--- config.mk ---
export PLATFORM = sky130hd
export DESIGN_NAME = tlt_detector
export DESIGN_NICKNAME = d
export VERILOG_FILES = /design/src/rtl/tlt_pkg.sv /design/src/rtl/tlt_next.sv /design/src/rtl/tlt_hit.sv /design/src/rtl/tlt_state_reg.sv /design/src/rtl/tlt_detector.sv
export SDC_FILE = /design/constraint.sdc
export NUM_CORES = 1
export LEC_CHECK = 0
export CORE_AREA = 3 3 40 42
export DETAILED_ROUTE_END_ITERATION = 10
export DIE_AREA = 0 0 43 45
export DONT_BUFFER_PORTS = 1
export MAX_ROUTING_LAYER = met4
export PLACE_DENSITY_LB_ADDON = 0.08
export SLEW_MARGIN = 20
export SYNTH_ARGS = -nofsm -noshare
export SYNTH_HDL_FRONTEND = slang
export SYNTH_SLANG_ARGS = --single-unit
--- constraint.sdc ---
create_clock -name clk -period 1 [get_ports clk]
set_input_delay 0.25 -clock clk [delete_from_list [all_inputs] [get_ports clk]]
set_output_delay 0.25 -clock clk [all_outputs]
set_load 0.01 [all_outputs]
--- src/rtl/tlt_pkg.sv ---
package tlt_pkg;
  localparam int STATE_W = 3;

  // Encoding of the history states. The numeric values are fixed.
  typedef enum logic [STATE_W-1:0] {
    ST_START = 3'b000,
    ST_ONE0  = 3'b001,
    ST_ONE1  = 3'b010,
    ST_H00   = 3'b011,
    ST_H01   = 3'b100,
    ST_H10   = 3'b101,
    ST_H11   = 3'b110,
    ST_BAD   = 3'b111
  } tlt_state_e;
endpackage

--- src/rtl/tlt_next.sv ---
module tlt_next
  import tlt_pkg::*;
(
  input  tlt_state_e cur,
  input  logic       din,
  output tlt_state_e nxt
);
  always_comb begin
    case (cur)
      ST_START: nxt = din ? ST_ONE1 : ST_ONE0;
      ST_ONE0:  nxt = din ? ST_H01  : ST_H00;
      ST_ONE1:  nxt = din ? ST_H11  : ST_H10;
      ST_H00:   nxt = din ? ST_H01  : ST_H00;
      ST_H01:   nxt = din ? ST_H11  : ST_H10;
      ST_H10:   nxt = din ? ST_H01  : ST_H00;
      ST_H11:   nxt = din ? ST_H11  : ST_H10;
      default:  nxt = ST_START;   // unused code falls back to start
    endcase
  end
endmodule

--- src/rtl/tlt_hit.sv ---
module tlt_hit
  import tlt_pkg::*;
(
  input  tlt_state_e cur,
  input  logic       din,
  output logic       hit
);
  // Only the full-history states can complete a window.
  always_comb begin
    case (cur)
      ST_H01:  hit = din;
      ST_H10:  hit = din;
      ST_H11:  hit = ~din;
      default: hit = 1'b0;
    endcase
  end
endmodule

--- src/rtl/tlt_state_reg.sv ---
module tlt_state_reg
  import tlt_pkg::*;
(
  input  logic       clk,
  input  logic       rst,
  input  logic       adv,
  input  tlt_state_e d,
  output tlt_state_e q
);
  always_ff @(posedge clk) begin
    if (rst)      q <= ST_START;
    else if (adv) q <= d;
  end
endmodule

--- src/rtl/tlt_detector.sv ---
module tlt_detector
  import tlt_pkg::*;
(
  input  logic clk,
  input  logic rst,
  input  logic bit_valid,
  input  logic bit_in,
  output logic detect
);
  tlt_state_e state_q;
  tlt_state_e state_d;
  logic       raw_hit;

  tlt_next u_next (
    .cur (state_q),
    .din (bit_in),
    .nxt (state_d)
  );

  tlt_hit u_hit (
    .cur (state_q),
    .din (bit_in),
    .hit (raw_hit)
  );

  tlt_state_reg u_reg (
    .clk (clk),
    .rst (rst),
    .adv (bit_valid),
    .d   (state_d),
    .q   (state_q)
  );

  assign detect = bit_valid & raw_hit;
endmodule

Word-level counts from Yosys, hierarchy flattened

Index checks and enable logic that the tools add are counted.

Register bits after elaboration: 3
Bits in latches: 0
Memory bits (read-only): 0
Logic and storage cells: 18
RAM bits: 0
Bits of input ports: 4
Memories: 0
Output and inout port bits: 1

Add/subtract/negate cells: 0
Reduce and logical (&&, ||, !) cells: 4
Eq/ne operators: 6
Shifts and indexed selects: 0
Divide/modulo/power cells: 0
Bitwise gates (word level): 2
$mul: 0
$lt $le $gt $ge: 0
Muxes and demuxes: 5

Operators by type and width:

| kind                                           | count |
|---|---|
| == test 3 bit (second input constant)          | 3 |
| one-hot mux 3 bit (3 select lines)             | 1 |
| == test 3 x 2 -> 1 bit (second input constant) | 2 |
| OR reduction 3 bit                             | 2 |
| 2-to-1 mux 2 bit                               | 2 |
| == test 3 x 1 -> 1 bit (second input constant) | 1 |
| logical NOT 3 bit                              | 1 |
| 2-to-1 mux 3 bit                               | 1 |
| one-hot mux 1 bit (2 select lines)             | 1 |
| OR reduction 2 bit                             | 1 |
| bitwise AND 1 bit                              | 1 |
| NOT 1 bit                                      | 1 |

Longest topological paths before layout

Gate-level depths: netlist of the first run.

Depth after elaboration: 4
Mapped depth: 3
Gate-level depth less buffers: 3

Cells and area by module

A second synthesis of the first run with hierarchy kept.

Cells, all modules: 19
Area, all modules: 176.4 µm²

Modules (own cells, without submodules):

| module        | cells an instance | seq. area each (µm²) | area an instance (µm²) | instances |
|---|---|---|---|---|
| tlt_state_reg | 9                 | 60.1                 | 101.3                  | 1 |
| tlt_next      | 6                 | 0.0                  | 42.5                   | 1 |
| tlt_hit       | 3                 | 0.0                  | 26.3                   | 1 |
| tlt_detector  | 1                 | 0.0                  | 6.3                    | 1 |

Least setup slack after synthesis of the first run

Ideal clock, no wire load.

Path type: register -> output
From: register u_reg.q[1]
To: output port detect
Stages on the path, launching flop included: 3
Buffers on the path: 0
Arrival time: 0.668 ns
Data required time: 0.750 ns
Setup slack: 0.082 ns
Path through: dfxtp_1 -> mux2i_1 -> nor2_1

Cells in the longest elaborated chain, start to end: 4
Elaborated cells between the ends (all ways): 6
Classes of those cells: eq/ne: 3; mux: 1; bitwise: 1; reduce/logical: 1

RTL lines:

| element                                | RTL line            | source |
|---|---|---|
| start: declaration                     | tlt_state_reg.sv:8  | `output tlt_state_e q` |
| start signal: assignment               | tlt_state_reg.sv:11 | `if (rst) q <= ST_START;` |
| start signal: assignment               | tlt_state_reg.sv:12 | `else if (adv) q <= d;` |
| == test 3 bit                          | tlt_hit.sv:10       | `case (cur)` |
| OR reduction 2 bit (no source line)    | -                   |  |
| one-hot mux 1 bit (2 select lines) (*) | tlt_hit.sv:10       |  |
| bitwise AND 1 bit (*)                  | tlt_detector.sv:34  | `assign detect = bit_valid & raw_hit;` |
| end: declaration                       | tlt_detector.sv:8   | `output logic detect` |

Every way passes the cells marked *; elsewhere a longest branch is shown, timed or not.

Final worst setup path of the first run

Ends and elaborated chain as after synthesis.

==> results of run 1 <==
==> worst paths after layout <==
path | slack [ns] | endpoint | cells after the start
worst max-delay path | -0.10 | detect | 2
worst max register to register | 0.02 | u_reg.q[1] | 3
worst min-delay path | 0.08 | u_reg.q[1] | 1
worst min register to register | 0.53 | u_reg.q[2] | 2
==> cell families (layout without fill, tap and decap cells) <==
| kind of cell | Yosys count | in the layout | share of synthesized area, % |
|---|---|---|---|
| AOI/OAI and AO/OA | 3 | 3 | 16.7 |
| buffers and inverters | 0 | 6 | 0 |
| DFF | 3 | 3 | 33.3 |
| muxes | 1 | 1 | 5.56 |
| and+or+nand+nor | 13 | 13 | 44.4 |
==> metal layers <==
metal	GRT usage (%)	share of wire [%]
met1	6.02	43
met2	7.78	48
met3	6.37	9.2
met4	3.61	0
met5	-	0
==> cell type report <==
class                           count  share of cell area, %
Clock buffer                        4                   9.81
Multi-Input combinational cell     17                   51.9
Sequential cell                     3                   25.7
Tap cell                           15                   7.01
Timing Repair Buffer                2                   5.61
==> repair_timing <==
item,CTS,global route
buffers inserted,2,0
pin swaps,2,1
gates resized for setup,5,5
setup endpoints to repair,1,2
==> power groups by stage <==
stage	Sequential (mW)	Combinational [mW]	Clock, mW
after global placement	0.147	0.0340	0
after floorplan	0.143	0.0312	0
after CTS	0.138	0.0512	0.225
after detailed placement	0.147	0.0340	0
final	0.141	0.0564	0.207
after global routing	0.142	0.0616	0.239
==> cell usage in the layout, fill, tap and decap left out, types with 2 or more instances in the layout <==
| master | Yosys | layout |
|---|---|---|
| clkbuf_4 | 0 | 3 |
| buf_4 | 0 | 2 |
| dfxtp_4 | 0 | 2 |
| nor2_2 | 1 | 2 |
| nand2_4 | 1 | 2 |
| nor2_1 | 4 | 2 |
==> through the flow <==
stage,utilization (%),hold slack (ns),setup TNS [ns],setup WS [ns]
after CTS,19.5,0.0681,-0.163,-0.163
after detailed placement,15.5,0.326,0,0.0143
after global placement,15.5,0.328,0,0.00674
after floorplan,-,0.321,0,0.0819
final,20.8,0.0816,-0.100,-0.100
after global routing,20.8,0.0635,-0.172,-0.134
==> flow_metrics.env, run 1 <==
export IMPL_sequentialPowerShare_pct=34.8
export IMPL_outcome="complete, but fails checks"
export IMPL_fin_cells=41
export IMPL_antenna_cells=0
export IMPL_cp_required_ns=0.75
export IMPL_vias_per_cell=4.10
export IMPL_ant_nets=0
export IMPL_period_minus_slack_ns=1.10
export IMPL_numCtsBuffers=3
export IMPL_final_seq_area_sq_um=68.8
export IMPL_pin_count=5
export IMPL_skew_ns=0.00341
export IMPL_largest_reg_flops=3
export IMPL_finalWorstSetupSlack_ns=-0.100
export IMPL_crit_fanout=2
export IMPL_yosysTopAreaCellShare_pct=33.3
export IMPL_start_util_pct=14.0
export IMPL_critPathTopFamily="flip-flops"
export IMPL_p_leak_nw=0.103
export IMPL_antenna_found_initial=0
export IMPL_wl_microns=422
export IMPL_vdd_drop_max_mv=0.745
export IMPL_p_switching_mw=0.0934
export IMPL_synth_ff_type="dfxtp_1"
export IMPL_crit_slowest_cell="dfxtp_4"
export IMPL_grt_overflow=0
export IMPL_cp_startpoint="u_reg.q[1]"
export IMPL_gp_congestion=0.602
export IMPL_filler_cell_count=140
export IMPL_yosysSeqAreaShare_pct=33.3
export IMPL_clockRootBuffer="clkbuf_4"
export IMPL_startpoint_type="register"
export IMPL_path_buf_inv=0
export IMPL_dieArea_sq_mm=0.00194
export IMPL_regMostFlops="u_reg.q"
export IMPL_multi_input_area_sq_um=139
export IMPL_worstMarginPinSlew_ns=0.242
export IMPL_syn_instance_count=20
export IMPL_regToRegStartpoint="u_reg.q[0]"
export IMPL_p_int_mw=0.311
export IMPL_htree_levels=1
export IMPL_rsz0062_at_grt="yes"
export IMPL_hold_violations=0
export IMPL_clock_sinks=3
export IMPL_max_freq_mhz=909
export IMPL_post_route_period_util_pct=110
export IMPL_fp_dieH_microns=45
export IMPL_drc=0
export IMPL_first_iter_violations=1
export IMPL_synthesis_nets=24
export IMPL_cts_tree="built"
export IMPL_hold_path_class="primary input to register"
export IMPL_hp_start="rst"
export IMPL_dp_cells=35
export IMPL_drive_above_1_share_pct=69.2
export IMPL_cp_cell_sequence="mux2i_2 -> nor2_2"
export IMPL_grt_max_degree=9
export IMPL_arrival_ns=0.85
export IMPL_clock_latency_ns=0.23
export IMPL_wl_per_cell_microns=10.3
export IMPL_num_vias=168
export IMPL_layout_area_overhead_vs_synth_pct=48.6
export IMPL_globalRouteTotalUtil_pct=6.26
export IMPL_grt_pass1_wl_microns=759
export IMPL_synth_edf_count=0
export IMPL_combinationalPowerShare_pct=14.0
export IMPL_async_reset_ff_share_pct=0
export IMPL_yosysWarnings=0
export IMPL_max_stage_delay_ns=0.35
export IMPL_timing_slew_headroom_pct=83.8
export IMPL_clockBufferDepth=2
export IMPL_cap_violations=0
export IMPL_swShare_pct=23.1
export IMPL_grt_pass1_vias=159
export IMPL_yosys_area_top_type="dfxtp_1"
export IMPL_failed_checks="negative setup slack"
export IMPL_finalMaxSlewViolations=0
export IMPL_synth_area_sq_um=180
export IMPL_dr_pass1_iters=3
export IMPL_cts_hold_buffers_added=0
export IMPL_num_rows=13
export IMPL_setup_viol=1
export IMPL_cp_end_kind="output port"
export IMPL_stdcell_area_sq_um=268
export IMPL_ys_types=15
export IMPL_coreArea_sq_mm=0.00128
export IMPL_power_mw=0.404
export IMPL_p_clk_share_pct=51.3
export IMPL_post_synth_top_count_cell="nor2_1"
export IMPL_synth_common_cells="nor2_1, dfxtp_1"
export IMPL_synth_area_top_cells="dfxtp_1, a2111oi_2, nor2_1"
export IMPL_synth_seq_cells=3
export IMPL_clkTransAtPathRegs_ns=0.03
export IMPL_power_density_mw_per_mm2=1510
export IMPL_avgSynthCellArea_sq_um=9.01
export IMPL_nNetsFinal=31
export IMPL_place_area_sq_um=199
export IMPL_numPortBuffers=0
export IMPL_worstSetupPathType="register to output port"
export IMPL_top_regs="u_reg.q (3)"
export IMPL_fp_dieW_microns=43
Power figures use the tool's default switching activity.
==> run 2, diff against run 1 <==
Settings changed: REMOVE_ABC_BUFFERS set to 1.
==> results of run 2 <==
Final layout, timing and power as in run 1 (identical DEF).
